$ cat src/rtl/gpr_stack_pkg.sv
package gpr_stack_pkg;
  localparam int unsigned NumRegs = 32;
  localparam int unsigned DataW   = 32;
  localparam int unsigned ErrW    = 32;
  localparam int unsigned AddrW   = $clog2(NumRegs);

  localparam logic [AddrW-1:0] ZeroIdx  = AddrW'(0);
  localparam logic [AddrW-1:0] StackIdx = AddrW'(1);

  typedef enum logic [ErrW-1:0] {
    ErrNone      = ErrW'(32'h0),
    ErrBadAddr   = ErrW'(32'h1),
    ErrStackFlow = ErrW'(32'h2)
  } err_code_e;
endpackage

$ cat src/rtl/gpr_storage.sv
module gpr_storage #(
  parameter int unsigned NumRegs = 32,
  parameter int unsigned DataW   = 32,
  localparam int unsigned AddrW  = $clog2(NumRegs)
) (
  input  logic             clk_i,
  input  logic             rst_ni,
  input  logic             we_i,
  input  logic [AddrW-1:0] waddr_i,
  input  logic [DataW-1:0] wdata_i,
  input  logic [AddrW-1:0] raddr_a_i,
  input  logic [AddrW-1:0] raddr_b_i,
  output logic [DataW-1:0] rdata_a_o,
  output logic [DataW-1:0] rdata_b_o
);
  logic [DataW-1:0] regs_q [NumRegs];

  // Indices 0 and 1 hold no state
  assign regs_q[0] = '0;
  assign regs_q[1] = '0;

  for (genvar i = 2; i < NumRegs; i++) begin : g_reg
    always_ff @(posedge clk_i or negedge rst_ni) begin
      if (!rst_ni)                          regs_q[i] <= '0;
      else if (we_i && waddr_i == AddrW'(i)) regs_q[i] <= wdata_i;
    end
  end

  assign rdata_a_o = regs_q[raddr_a_i];
  assign rdata_b_o = regs_q[raddr_b_i];

  // storage index 0/1 is never a write target
  a_r2_no_low_write: assert property (@(posedge clk_i) disable iff (!rst_ni)
    we_i |-> (waddr_i > AddrW'(1)));
endmodule

$ cat src/rtl/gpr_stack_ctrl.sv
module gpr_stack_ctrl (
  input  logic clk_i,
  input  logic rst_ni,
  input  logic valid_i,
  input  logic halted_i,
  input  logic rd_a_x1_i,
  input  logic rd_b_x1_i,
  input  logic wr_x1_i,
  input  logic empty_i,
  input  logic full_i,
  output logic pop_o,
  output logic push_o,
  output logic fault_o,
  output logic commit_o
);
  logic live, want_pop, want_push, underflow, overflow;

  assign live      = valid_i && !halted_i;
  // Dual x1 reads collapse into one pop
  assign want_pop  = live && (rd_a_x1_i || rd_b_x1_i);
  assign want_push = live && wr_x1_i;
  assign underflow = want_pop && empty_i;
  // Pop is ordered before push, so a full stack with a pop has room
  assign overflow  = want_push && full_i && !want_pop;
  assign fault_o   = underflow || overflow;
  assign commit_o  = live && !fault_o;
  assign pop_o     = want_pop && commit_o;
  assign push_o    = want_push && commit_o;

  a_r7_no_pop_empty: assert property (@(posedge clk_i) disable iff (!rst_ni)
    pop_o |-> !empty_i);
  a_r8_push_full_needs_pop: assert property (@(posedge clk_i) disable iff (!rst_ni)
    (push_o && full_i) |-> pop_o);
  a_r6_idle_quiet: assert property (@(posedge clk_i) disable iff (!rst_ni)
    !valid_i |-> (!pop_o && !push_o));
  a_r3_pop_has_reader: assert property (@(posedge clk_i) disable iff (!rst_ni)
    pop_o |-> (rd_a_x1_i || rd_b_x1_i));
endmodule

$ cat src/rtl/gpr_err_track.sv
module gpr_err_track
  import gpr_stack_pkg::*;
(
  input  logic            clk_i,
  input  logic            rst_ni,
  input  logic            fault_i,
  output logic            halted_o,
  output logic [ErrW-1:0] err_code_o
);
  logic err_q;

  always_ff @(posedge clk_i or negedge rst_ni) begin
    if (!rst_ni)      err_q <= 1'b0;
    else if (fault_i) err_q <= 1'b1;
  end

  assign halted_o   = err_q;
  assign err_code_o = err_q ? ErrStackFlow : ErrNone;

  a_r10_sticky: assert property (@(posedge clk_i) disable iff (!rst_ni)
    err_q |=> err_q);
  a_r7_set_after_fault: assert property (@(posedge clk_i) disable iff (!rst_ni)
    fault_i |=> (err_code_o == ErrStackFlow));
endmodule

$ cat src/rtl/gpr_stack_file.sv
module gpr_stack_file
  import gpr_stack_pkg::*;
(
  input  logic              clk_i,
  input  logic              rst_ni,
  input  logic              instr_valid_i,
  input  logic              rd_a_en_i,
  input  logic [AddrW-1:0]  rd_a_addr_i,
  output logic [DataW-1:0]  rd_a_data_o,
  input  logic              rd_b_en_i,
  input  logic [AddrW-1:0]  rd_b_addr_i,
  output logic [DataW-1:0]  rd_b_data_o,
  input  logic              wr_en_i,
  input  logic [AddrW-1:0]  wr_addr_i,
  input  logic [DataW-1:0]  wr_data_i,
  input  logic [DataW-1:0]  stack_top_i,
  input  logic              stack_empty_i,
  input  logic              stack_full_i,
  output logic              stack_pop_o,
  output logic              stack_push_o,
  output logic [DataW-1:0]  stack_push_data_o,
  output logic              err_o,
  output logic [ErrW-1:0]   err_code_o
);
  logic rd_a_x1, rd_b_x1, wr_x1, halted, fault, commit, store_we;
  logic [DataW-1:0] st_a, st_b;

  assign rd_a_x1 = rd_a_en_i && rd_a_addr_i == StackIdx;
  assign rd_b_x1 = rd_b_en_i && rd_b_addr_i == StackIdx;
  assign wr_x1   = wr_en_i && wr_addr_i == StackIdx;

  gpr_stack_ctrl u_ctrl (
    .clk_i, .rst_ni,
    .valid_i   (instr_valid_i),
    .halted_i  (halted),
    .rd_a_x1_i (rd_a_x1),
    .rd_b_x1_i (rd_b_x1),
    .wr_x1_i   (wr_x1),
    .empty_i   (stack_empty_i),
    .full_i    (stack_full_i),
    .pop_o     (stack_pop_o),
    .push_o    (stack_push_o),
    .fault_o   (fault),
    .commit_o  (commit)
  );

  gpr_err_track u_err (
    .clk_i, .rst_ni,
    .fault_i    (fault),
    .halted_o   (halted),
    .err_code_o (err_code_o)
  );

  assign store_we = commit && wr_en_i && wr_addr_i > StackIdx;

  gpr_storage #(.NumRegs(NumRegs), .DataW(DataW)) u_store (
    .clk_i, .rst_ni,
    .we_i      (store_we),
    .waddr_i   (wr_addr_i),
    .wdata_i   (wr_data_i),
    .raddr_a_i (rd_a_addr_i),
    .raddr_b_i (rd_b_addr_i),
    .rdata_a_o (st_a),
    .rdata_b_o (st_b)
  );

  always_comb begin
    unique case (rd_a_addr_i)
      ZeroIdx:  rd_a_data_o = '0;
      StackIdx: rd_a_data_o = stack_top_i;
      default:  rd_a_data_o = st_a;
    endcase
    unique case (rd_b_addr_i)
      ZeroIdx:  rd_b_data_o = '0;
      StackIdx: rd_b_data_o = stack_top_i;
      default:  rd_b_data_o = st_b;
    endcase
  end

  assign stack_push_data_o = wr_data_i;
  assign err_o             = halted;

  a_r10_halt_quiet: assert property (@(posedge clk_i) disable iff (!rst_ni)
    err_o |-> (!stack_pop_o && !stack_push_o));
  a_r4_same_pop_value: assert property (@(posedge clk_i) disable iff (!rst_ni)
    (stack_pop_o && rd_a_x1 && rd_b_x1) |-> (rd_a_data_o == rd_b_data_o));
  a_r11_code_matches_err: assert property (@(posedge clk_i) disable iff (!rst_ni)
    (err_code_o == ErrNone) == !err_o);
  a_r1_push_only_x1: assert property (@(posedge clk_i) disable iff (!rst_ni)
    stack_push_o |-> wr_x1);
endmodule

$ cat config.mk
export PLATFORM = sky130hd
export DESIGN_NAME = gpr_stack_file
export DESIGN_NICKNAME = d
export VERILOG_FILES = /design/src/rtl/gpr_stack_pkg.sv /design/src/rtl/gpr_storage.sv /design/src/rtl/gpr_stack_ctrl.sv /design/src/rtl/gpr_err_track.sv /design/src/rtl/gpr_stack_file.sv
export SDC_FILE = /design/constraint.sdc
export NUM_CORES = 2
export LEC_CHECK = 0
export BUFFER_PORTS_ARGS = -buffer_cell sky130_fd_sc_hd__buf_2
export CORE_ASPECT_RATIO = 1.25
export CORE_UTILIZATION = 55
export DETAILED_ROUTE_END_ITERATION = 6
export HOLD_SLACK_MARGIN = 0.05
export PLACE_DENSITY_LB_ADDON = 0.1
export SYNTH_ARGS = -nofsm -noshare
export SYNTH_HDL_FRONTEND = slang
export SYNTH_SLANG_ARGS = --single-unit
$ cat constraint.sdc
create_clock -name clk_i -period 2.4 [get_ports clk_i]
set_clock_uncertainty 0.2 [all_clocks]
set_input_delay 0.12 -clock clk_i [delete_from_list [all_inputs] [get_ports clk_i]]
set_output_delay 0.12 -clock clk_i [all_outputs]
set_load 0.02 [all_outputs]
==> flow_summary.yaml <==
worst_setup_path:
  cp-end-kind: "output pin"
  startpoint_type: "flip-flop"
  r2r_start: "u_err.halted_o"
  path_max_fanout: 3
  critical_path.startpoint: "u_store.regs_q[492]"
  cp.arrival_ns: 2.54
  worstPathRequired_ns: 2.08
  setup.worst_path.class: "flip-flop to output pin"
logic_synthesis:
  ys_ff_latch: 961
  synth_edf_count: 0
  synthDistinctLibCells: 50
  synthFlopType: "dfrtp_1"
  syn-instance-count: 3631
  netlist_area_mm2: 0.0527
  synth_warnings: 0
  seq_area_frac_synth: 0.457
  synth.avg_cell_area_um2: 14.5
  synth-async-reset-ratio: 1.00
clocking:
  clkTransAtPathRegs_ns: 0.06
  htree_levels: 3
  clock_tree.buffer_depth: 3
  cts_root_buf: "clkbuf_16"
  cts_tree: "built"
  cts_sinks: 961
  insertion_delay_ns: 0.68
  numCtsBuffers: 101
power:
  vdd_drop_max_mv: 0.632
  p_leak_nw: 31.0
  power.density_mw_per_mm2: 694
hold_path:
  hold_class: "input pin to async pin"
routing:
  vias: 37900
  wl_per_cell_um: 37.7
  drt-pass1-iter-count: 6
  drc: 0
  vias_per_cell: 7.07
  antenna_left: 0
  drt_iter0_drc: 3862
  wl_um: 203000
die:
  row_count: 126
  die_h_um: 348
  fp.dieW_um: 279
  core_mm2: 0.0946
  io_pins: 218
  dieArea_mm2: 0.0970
  start_util: 0.557
place:
  pre_cts_ws_ns: -0.357
  io_buffers: 186
  gp_congestion: 0.942
  dp_cells: 4983
  post-dp-hpwl_um: 119000
sta:
  period_share: 1.19
  maxSlewViolCount: 0
  setup_viol: 623
  rsz0062_at_grt: "yes"
  slew_headroom: 0.442
  worst_pin_slew_ns: 0.836
  setup_tns_ns: -96.21
  timing.final.ws_setup_ns: -0.457
  hold-worst-slack_ns: 0.0727
  hold_viol: 0
  finalCriticalPeriod_ns: 2.86
  max_clock_freq_mhz: 350
cells_and_area:
  final_core_util: 0.702
  area_delta_synth_final_pct: 26.1
  layout.nets: 4156
  drive_above_1_share: 0.576
  fin_cells: 5368
global_route:
  grt_start_max_net_pins: 87
  grt_pass1_vias: 39600
  grt_pass1_wl_um: 277000
  grt_usage: 0.398
  antenna_found_initial: 4
  grt-ovfl-total: 0
flow_run:
  cap_violations: 0
outcome:
  violations: "setup timing"
  run_status: "finished with violations"
## cells in the mapped netlist (all sizes together) (17+ instances only)
master | number | area [µm²]
mux2 | 1016 | 11600
dfrtp | 961 | 24000
mux4 | 362 | 8150
mux2i | 316 | 3160
buf | 247 | 1430
clkbuf | 204 | 766
a221oi | 98 | 858
nor2 | 62 | 235
o211ai | 55 | 413
o22a | 45 | 394
nand2 | 44 | 165
o21ai | 30 | 150
o22ai | 25 | 156
nor4 | 20 | 188
a22o | 19 | 166
nor2b | 18 | 113
nand2b | 17 | 106
nand3 | 17 | 85.1
## where the power goes
| part | internal (mW) | switching [mW] | leakage, nW | total [mW] |
|---|---|---|---|---|
| Clock | 9.25 | 6.83 | 1.66 | 16.1 |
| Combinational | 5.55 | 4.34 | 16.5 | 9.89 |
| Sequential | 18.4 | 1.74 | 12.8 | 20.1 |
| Total | 33.2 | 12.9 | 31.0 | 46.1 |
## state kept, by name, summed over array words and instances, names as in the netlist
name / count
u_store.regs_q: 960
u_err.halted_o: 1
## logic make-up (layout without fill, tap and decap cells)
group | Yosys count | in the layout | share of synthesized area
AO/OA/AOI/OAI | 306 | 306 | 0.0457
buffers and inverters | 452 | 940 | 0.0417
flip-flops | 961 | 961 | 0.457
multiplexers | 1694 | 1694 | 0.434
other | 1 | 34 | 0.0000712
AND/OR/NAND/NOR | 217 | 217 | 0.0219
## layout by cell type, fill, tap and decap left out, types with 15 or more instances in the layout
| master | synthesis | layout |
|---|---|---|
| o22a_1 | 45 | 45 |
| mux4_2 | 362 | 362 |
| clkbuf_1 | 204 | 17 |
| nand2_1 | 44 | 40 |
| dlygate4sd3_1 | 0 | 36 |
| mux2i_1 | 316 | 304 |
| buf_6 | 15 | 52 |
| a221oi_1 | 98 | 49 |
| nor2_1 | 61 | 59 |
| dfrtp_1 | 961 | 960 |
| o22ai_1 | 25 | 15 |
| mux2_1 | 33 | 29 |
| a22o_1 | 19 | 19 |
| mux2_2 | 953 | 576 |
| clkbuf_16 | 0 | 128 |
| clkbuf_8 | 0 | 29 |
| buf_2 | 107 | 139 |
| buf_12 | 0 | 147 |
| buf_4 | 67 | 320 |
| a221oi_2 | 0 | 46 |
| clkinv_2 | 0 | 17 |
| nor2b_1 | 18 | 15 |
| o211ai_1 | 55 | 55 |
| conb_1 | 1 | 31 |
| mux2_4 | 30 | 411 |
| buf_16 | 0 | 22 |
## worst max-delay path, cell delays in order, from the launching register on
cell	delay (ns)
dfrtp_1	0.39
mux2i_1	0.10
mux4_2	0.49
nand2_2	0.07
o21ai_1	0.07
o41ai_2	0.50
buf_4	0.22
## repair_timing
action / in CTS / in global routing
buffers inserted: 83 / 48
setup endpoints to repair: 791 / 747
pin swaps: 79 / 57
hold buffers: 37 / 0
endpoints found under the hold margin: 1922 / 0
gates resized for setup: 324 / 398
gates cloned: 32 / 28
## cell type report
type	count	area, µm²
flip-flops and latches	961	24000
clock inverters	33	318
repair buffers	756	8500
multi-input cells	2248	29000
inverters	1	3.75
well taps	1216	1520
clock buffers	150	3070
fillers	6210	28100
diodes	3	7.51
## worst paths after layout
path                                  endpoint  slack (ns)  cells after the start
setup / recovery               rd_a_data_o[12]       -0.46                      6
hold / removal             u_store.regs_q[790]        0.07                      3
setup reg to reg           u_store.regs_q[638]       -0.32                      8
hold reg to reg            u_store.regs_q[298]        0.31                      1
max in group asynchronous  u_store.regs_q[298]        1.08                      3
min in group clk_i         u_store.regs_q[191]        0.08                      6
## metal layers
| metal | vias to the layer above | wire length (µm) | track usage |
|---|---|---|---|
| met2 | 2252 | 92800 | 0.623 |
| met1 | 20200 | 71900 | 0.483 |
| met5 | - | 12 | 0 |
| met3 | 670 | 18600 | 0.0837 |
| li1 | 14800 | - | - |
| met4 | 2 | 19200 | 0.313 |
## per-stage QoR
step / power, mW / area (µm²)
after global routing: 47.5 / 66400
after detailed placement: 28.8 / 57600
after floorplan: 25.6 / 53100
final: 46.1 / 66400
after global placement: 28.2 / 57600
after CTS: 45.4 / 64300
No activity file was read; power rests on OpenSTA's default activity.
